[src/rtl/shift_merge_pkg.sv]
package shift_merge_pkg;
  localparam int FULL_W = 32;
  localparam int HALF_W = 16;

  typedef enum logic [3:0] {
    OP_SHR_AND = 4'b1000,
    OP_SHL_AND = 4'b1001,
    OP_SHR_OR  = 4'b1010,
    OP_SHL_OR  = 4'b1011,
    OP_AND_OR  = 4'b1100
  } opSel_e;

  typedef struct packed {
    logic doShift;
    logic shiftLeft;
    logic mergeOr;
    logic illegal;
  } ctlStrobes_t;
endpackage

[src/rtl/shift_merge_ctrl.sv]
module shift_merge_ctrl
  import shift_merge_pkg::*;
(
  input  logic [3:0]  opCode,
  output ctlStrobes_t strobes
);
  always_comb begin
    strobes = '0;
    case (opCode)
      OP_SHR_AND: begin strobes.doShift = 1'b1; end
      OP_SHL_AND: begin strobes.doShift = 1'b1; strobes.shiftLeft = 1'b1; end
      OP_SHR_OR:  begin strobes.doShift = 1'b1; strobes.mergeOr = 1'b1; end
      OP_SHL_OR:  begin strobes.doShift = 1'b1; strobes.shiftLeft = 1'b1; strobes.mergeOr = 1'b1; end
      OP_AND_OR:  begin strobes.mergeOr = 1'b1; end
      default:    begin strobes.illegal = 1'b1; end
    endcase
  end
endmodule

[src/rtl/shift_merge_datapath.sv]
module shift_merge_datapath
  import shift_merge_pkg::*;
#(
  parameter int FW = FULL_W,
  parameter int HW = HALF_W
) (
  input  logic [FW-1:0] srcA,
  input  logic [FW-1:0] srcB,
  input  logic [FW-1:0] srcC,
  input  logic          negA,
  input  logic          negB,
  input  logic          negC,
  input  logic          fullPrec,
  input  ctlStrobes_t   strobes,
  output logic [FW-1:0] value
);
  localparam int SH_FULL = $clog2(FW);
  localparam int SH_HALF = $clog2(HW);
  localparam int NSRC    = 3;

  logic [FW-1:0] widthMask;
  logic [FW-1:0] rawSrc [NSRC];
  logic [FW-1:0] cond   [NSRC];
  logic [NSRC-1:0] negVec;

  assign widthMask = fullPrec ? {FW{1'b1}} : {{(FW-HW){1'b0}}, {HW{1'b1}}};
  assign rawSrc[0] = srcA;
  assign rawSrc[1] = srcB;
  assign rawSrc[2] = srcC;
  assign negVec    = {negC, negB, negA};

  // invert first, then truncate to the active width
  for (genvar i = 0; i < NSRC; i++) begin : g_cond
    assign cond[i] = (rawSrc[i] ^ {FW{negVec[i]}}) & widthMask;
  end

  logic [SH_FULL-1:0] shAmt;
  assign shAmt = fullPrec ? cond[0][SH_FULL-1:0]
                          : {{(SH_FULL-SH_HALF){1'b0}}, cond[0][SH_HALF-1:0]};

  // logarithmic shifter, one stage per amount bit
  logic [FW-1:0] stg [SH_FULL+1];
  assign stg[0] = cond[1];
  for (genvar s = 0; s < SH_FULL; s++) begin : g_stage
    localparam int STEP = 1 << s;
    logic [FW-1:0] moved;
    assign moved = strobes.shiftLeft ? (stg[s] << STEP) : (stg[s] >> STEP);
    assign stg[s+1] = shAmt[s] ? moved : stg[s];
  end

  logic [FW-1:0] firstStep;
  logic [FW-1:0] combined;

  always_comb begin
    if (strobes.doShift) firstStep = stg[SH_FULL] & widthMask;
    else                 firstStep = cond[1] & cond[0];
    combined = strobes.mergeOr ? (firstStep | cond[2]) : (firstStep & cond[2]);
    value    = strobes.illegal ? '0 : combined;
  end
endmodule

[src/rtl/shift_merge_unit.sv]
module shift_merge_unit
  import shift_merge_pkg::*;
(
  input  logic        clk,
  input  logic        rst_n,
  input  logic        inVal,
  input  logic [3:0]  opCode,
  input  logic        fullPrec,
  input  logic [31:0] srcA,
  input  logic [31:0] srcB,
  input  logic [31:0] srcC,
  input  logic        negA,
  input  logic        negB,
  input  logic        negC,
  output logic        outVal,
  output logic [31:0] result,
  output logic        illegalOp
);
  ctlStrobes_t strobes;
  logic [31:0] nextValue;

  shift_merge_ctrl u_ctrl (
    .opCode  (opCode),
    .strobes (strobes)
  );

  shift_merge_datapath #(.FW(FULL_W), .HW(HALF_W)) u_dp (
    .srcA     (srcA),
    .srcB     (srcB),
    .srcC     (srcC),
    .negA     (negA),
    .negB     (negB),
    .negC     (negC),
    .fullPrec (fullPrec),
    .strobes  (strobes),
    .value    (nextValue)
  );

  always_ff @(posedge clk or negedge rst_n) begin
    if (!rst_n) begin
      outVal    <= 1'b0;
      result    <= '0;
      illegalOp <= 1'b0;
    end else begin
      outVal <= inVal;
      if (inVal) begin
        result    <= nextValue;
        illegalOp <= strobes.illegal;
      end
    end
  end
endmodule

[config.mk]
export PLATFORM = sky130hd
export DESIGN_NAME = shift_merge_unit
export DESIGN_NICKNAME = d
export VERILOG_FILES = /design/src/rtl/shift_merge_pkg.sv /design/src/rtl/shift_merge_ctrl.sv /design/src/rtl/shift_merge_datapath.sv /design/src/rtl/shift_merge_unit.sv
export SDC_FILE = /design/constraint.sdc
export NUM_CORES = 1
export LEC_CHECK = 0
export BUFFER_PORTS_ARGS = -buffer_cell sky130_fd_sc_hd__clkbuf_2
export CAP_MARGIN = 30
export CORE_ASPECT_RATIO = 2
export CORE_MARGIN = 2
export CORE_UTILIZATION = 60
export CTS_BUF_LIST = sky130_fd_sc_hd__clkbuf_16
export DETAILED_ROUTE_END_ITERATION = 8
export PLACE_DENSITY = 0.88
export SYNTH_ARGS = -nofsm -noshare
export SYNTH_HDL_FRONTEND = slang
export SYNTH_SLANG_ARGS = --single-unit
[constraint.sdc]
create_clock -name clk -period 2.5 [get_ports clk]
set_input_delay 0.125 -clock clk [delete_from_list [all_inputs] [get_ports clk]]
set_output_delay 0.125 -clock clk [all_outputs]
set_load 0.02 [all_outputs]
==> results.tsv, run 1 <==
stage	metric	value	unit
synth	Syn Std Cell Area	8179	um2
global_route	grt total ovfl	70	
synth	synthesized instance count	1147	
run_status	outcome	aborted with a tool error	
synth	Yosys Warn Count	0	
synth	Synth area leaders	dfrtp_1 10%, xnor2_1 7.1%, xor2_1 6.6%	
global_route	vias in the first global route	13634	
place	placed insts	1604	
global_route	all-layer global routing usage	0.6973	
global_route	first-pass GRT wire length	78930	um
clocking	CTS buffer count	5	
run_status	stop err	[ERROR GRT-0116] Global routing finished with congestion. Check the congestion regions in the DRC Viewer.	
synth	Synth area leader	dfrtp_1	
global_route	largest net degree at the start of global routing	39	
clocking	CTS max path bufs	2	
floorplan	Boundary Pins	141	
synth	Seq/Total Area, Yosys	0.1040	
synth	Synth Flop Type	dfrtp_1	
floorplan	initial core utilization	0.6121	
run_status	Halt Stage	5_1_grt	
synth	top-area cell type share of the netlist area	0.1040	
clocking	Clk Tree Root Cell	clkbuf_16	
place	Port Buffers	140	
place	dpl cell area	10730	um2
synth	Post-synth EDFFs	0	
synth	syn_nets	1254	
synth	Async S/R FF share, synth	1.000	
synth	Cell variety after synth	88	
floorplan	Die H	169.1	um
floorplan	row count	60	
place	GP Congestion	1.292	
place	dpl hpwl	33080	um
clocking	clock sink count	34	
clocking	Max H-tree Level	2	
floorplan	die width	86.56	um
synth	Mean Syn Cell Area	7.131	um2
synth	Seq cells post-synth	34	
[kinds of logic after synthesis]
logic type,after synthesis,synth area share
multiplexers,41,0.07725
adder cells (fa/ha/maj),10,0.01254
buffers and inverters,137,0.08658
AO/OA/AOI/OAI,411,0.3590
XOR/XNOR,130,0.1424
flip-flops,34,0.1040
AND/OR/NAND/NOR,384,0.2181
[per-layer routing]
| metal | global-route usage | overflow |
|---|---|---|
| met1 | 0.6880 | 0 |
| met5 | 0.1309 | 0 |
| met4 | 0.7201 | 29 |
| met3 | 0.4710 | 1 |
| met2 | 0.9037 | 40 |
[per-stage QoR]
stage | setup slack (ns) | setup TNS, ns
after CTS | -0.003043 | -0.003043
after detailed placement | -0.5399 | -11.82
after global placement | -0.4267 | -8.140
after floorplan | 0.01283 | 0
[synthesized netlist by cell type, types with 20 or more instances]
master	n
o21ai_0	76
a21oi_1	84
xor2_1	62
nand2_1	115
dfrtp_1	34
nor2_1	95
nor3_1	32
and2_1	27
o211ai_1	22
nand3_1	61
mux2i_1	20
xnor2_1	66
clkbuf_1	56
a31oi_1	27
buf_2	31
[what timing repair did]
action,in CTS
buffers inserted,6
hold buffers,1
pin swaps,9
gates resized for setup,30
endpoints found under the setup margin,25
endpoints found under the hold margin,34
==> inputs of run 2 (changes only) <==
Settings changed: CORE_ASPECT_RATIO 2 to unset, CORE_UTILIZATION 60 to 40, CTS_BUF_LIST sky130_fd_sc_hd__clkbuf_16 to unset, PLACE_DENSITY 0.88 to unset, PLACE_DENSITY_LB_ADDON set to 0.15.
==> run 2 against run 1 <==
Compared with the run above:
- the flow now finishes without violations
- synthesized cell count is the same
- area after synthesis is the same
==> results.tsv, run 2 <==
stage	metric	value	unit	change
min_path	Hold Crit Class	input port to flop		
critical_path	CP arrival	2.68	ns	
synth	Synth Area in Compound Gates	0.3590		unchanged
critical_path	crit-path cells	buf_4 -> buf_12 -> buf_12 -> xor2_2 -> and2_4 -> mux4_2 -> mux2i_1 -> buf_4 -> nand2_1 -> buf_4 -> a31oi_2 -> o211ai_1 -> a31oi_1 -> o21ai_1		
clocking	CTS tree	built		
run	Max Cap Violations	0		
pwr	Net Sw Frac	0.4535		
synth	Seq/Total Area, Yosys	0.1040		unchanged
sta	Final Skew	0	ns	
synth	Cell variety after synth	88		unchanged
synth	syn_nets	1254		unchanged
synth	top-area cell type share of the netlist area	0.1040		unchanged
global_route	all-layer global routing usage	0.3934		
sta	final setup vio count	0		
clocking	CTS max path bufs	2		unchanged
floorplan	Boundary Pins	141		unchanged
synth	Synth Area in Adders	0.01254		unchanged
synth	Seq cells post-synth	34		unchanged
place	setup slack at placement	-0.4930	ns	+0.04692 ns
drt	detailed-router iteration count before antenna repair	8		
drt	drt initial violations	1328		
finish	Largest Register	result		
synth	Post-synth EDFFs	0		unchanged
critical_path	setup slack, reg-to-reg	1.20	ns	
finish	most common cell after layout, fill and taps aside	buf_4		
global_route	initial antenna violation count	0		
sta	unrepaired setup endpoints after global routing	yes		
finish	Total Nets Final	1612		
sta	Final Max Slew Viols	0		
critical_path	worst r2r path cells	6		
synth	Mean Syn Cell Area	7.131	um2	unchanged
critical_path	Crit Path Category	input port to flop		
synth	Yosys Warn Count	0		unchanged
synth	Syn Std Cell Area	8179	um2	unchanged
clocking	clock sink count	34		unchanged
critical_path	worst setup path startpoint	negB		
critical_path	Worst path max stage delay	0.46	ns	
synth	xor/xnor share of the synthesized area	0.1424		unchanged
sta	achievable clock frequency	0.4006	GHz	
sta	Tcrit/Tclk final	0.9984		
pwr	Total Power	4.995	mW	
synth	Synth area leader	dfrtp_1		
drt	Routed WL	43980	um	
drt	DRC Markers	0		
pwr	power per cell area	405.4	nW/um2	
finish	commonest non-fill, non-tap cells in the layout	303 x buf_4, 137 x clkbuf_2, 113 x nand2_1, 89 x nor2_1, 77 x a21oi_1		
sta	min cycle time layout	2.496	ns	
pwr	Pint	2.730	mW	
place	Port Buffers	140		unchanged
synth	Post-Synth Simple-Gate Area	0.2181		unchanged
sta	setup ws final	0.004041	ns	
finish	Regs by FF count	result: 32 flops, illegalOp: 1 flops, outVal: 1 flops		
critical_path	Worst Setup EP	result[6]$_DFFE_PN0P_		
critical_path	critical path launch point type	input port		
critical_path	Worst setup EP type	flop		
global_route	grt total ovfl	0		
global_route	first-pass GRT wire length	65270	um	
drt	Via Count	11236		
floorplan	die footprint	21610	um2	
pwr	P_sw	2.265	mW	
floorplan	die width	147.0	um	+70%
clocking	Clk Tree Root Cell	clkbuf_16		
sta	hold slack	0.2121	ns	
clocking	clock slew at reported path FFs	0.07	ns	
drt	vias per inst	6.327		
clocking	CTS buffer count	5		unchanged
clocking	Clk Latency, worst-skew pair	0.29	ns	
pwr	Flop pwr share	0.120		
synth	Synth area leaders	dfrtp_1 10%, xnor2_1 7.1%, xor2_1 6.6%		
critical_path	r2r startpoint	result[17]$_DFFE_PN0P_		
pwr	maximum vdd ir drop	0.2135	mV	
critical_path	Max FO, Critical Path	6		
floorplan	initial core utilization	0.4055		-0.2066
finish	layout cell share with drive strength beyond 1	0.4183		
pwr	Static Leak	5.267	nW	
sta	Worst-Margin Slew	1.009	ns	
sta	Slew Limit Headroom	0.3266		
clocking	Max H-tree Level	2		unchanged
place	dpl hpwl	34580	um	+4.6%
synth	synthesized instance count	1147		unchanged
global_route	largest net degree at the start of global routing	40		
floorplan	Die H	147.0	um	-13%
sta	Fin. Hold Viols	0		
pwr	logic gate share of total power	0.706		
critical_path	worst reg2reg path endpoint	result[17]$_DFFE_PN0P_		
finish	Antenna diodes	0		
run_status	outcome	completed		
synth	multiplexer area fraction after synthesis	0.07725		unchanged
critical_path	Req. time, crit path	2.68	ns	
floorplan	CORE AREA	20170	um2	
drt	Final ANT Viol Nets	0		
global_route	vias in the first global route	10602		
floorplan	row count	52		-13%
synth	most frequent cell after synthesis	nand2_1		
finish	area grow syn2layout	50.62	%	
synth	Synth Flop Type	dfrtp_1		
finish	Largest register FFs	32		
synth	Synth top cells by count	115 x nand2_1, 95 x nor2_1, 84 x a21oi_1		
synth	Async S/R FF share, synth	1.000		unchanged
place	GP Congestion	1.035		-20%
finish	fillers	1888		
critical_path	CP dominant cell by count	buf_4		
drt	drt wl/cell	24.76	um	
synth	main combinational cell family by area after synthesis	compound AO/OA/AOI/OAI gates		
pwr	Clock Power Share	0.174		
critical_path	Slowest cell on crit path	mux4_2		
-- run 2: cell counts after synthesis --
No cell type changed its count.
-- run 2: cell families (layout without fill, tap and decap cells) --
group           Yosys count  after routing
fa+ha+maj                10             10
simple gates            384            384
mux                      41             41
compound gates          411            411
buf+inv                 137            496
xor+xnor                130            130
flops                    34             34
-- run 2: per-layer routing --
layer	vias up	track usage	part of all wire
met5	-	0	0
li1	5042	-	-
met3	131	0.06677	0.099
met1	5339	0.5312	0.41
met4	0	0.1721	0.050
met2	724	0.6200	0.45
-- run 2: layout make-up --
type | instances | area [um2] | area share
clock inverters | 3 | 68.82 | 0.005586
well taps | 270 | 337.8 | 0.02742
inverters | 12 | 45.04 | 0.003656
repair buffers | 476 | 3588 | 0.2913
flip-flops and latches | 34 | 850.8 | 0.06906
multi-input cells | 976 | 7303 | 0.5928
clock buffers | 5 | 125.1 | 0.01016
-- run 2: repair_timing --
action,in CTS,in global routing
buffers inserted,9,3
hold buffers,1,0
hold endpoints to repair,14,0
pin swaps,21,41
setup endpoints to repair,23,27
gates resized for setup,57,90
gates cloned,2,2
-- run 2: stage by stage --
step	cell area (um2)	setup TNS (ns)	util	instances
after floorplan	8179	0	-	1147
after global placement	11190	-10.43	0.5550	1752
after detailed placement	11220	-11.39	0.5564	1753
after CTS	11840	-0.03578	0.5868	1772
after global routing	12320	-0.2683	0.6108	1776
final	12320	0	0.6108	1776
-- run 2: power groups by stage --
stage	combinational (mW)	clock [mW]	sequential (mW)
after floorplan	1.57	0	0.642
after global placement	3.09	0	0.609
after detailed placement	3.09	0	0.609
after CTS	3.27	0.872	0.599
after global routing	3.70	0.896	0.602
final	3.53	0.870	0.599
-- run 2: how the worst min path moves through the flow --
stage,from,endpoint,cells after the start
2_1_floorplan,rst_n,illegalOp$_DFFE_PN0P_,0
3_3_place_gp,rst_n,illegalOp$_DFFE_PN0P_,1
3_5_place_dp,rst_n,illegalOp$_DFFE_PN0P_,1
4_1_cts,inVal,outVal$_DFF_PN0_,2
5_1_grt,inVal,outVal$_DFF_PN0_,2
6_report,inVal,outVal$_DFF_PN0_,2
-- run 2: critical path: cells and delay by family --
kind                   cells  cell delay [ns]
buffers and inverters      5             0.72
multiplexers               2             0.62
AO/OA/AOI/OAI              4             0.72
XOR/XNOR                   1             0.19
AND/OR/NAND/NOR            2             0.28
(Power assumes the default switching activity.)
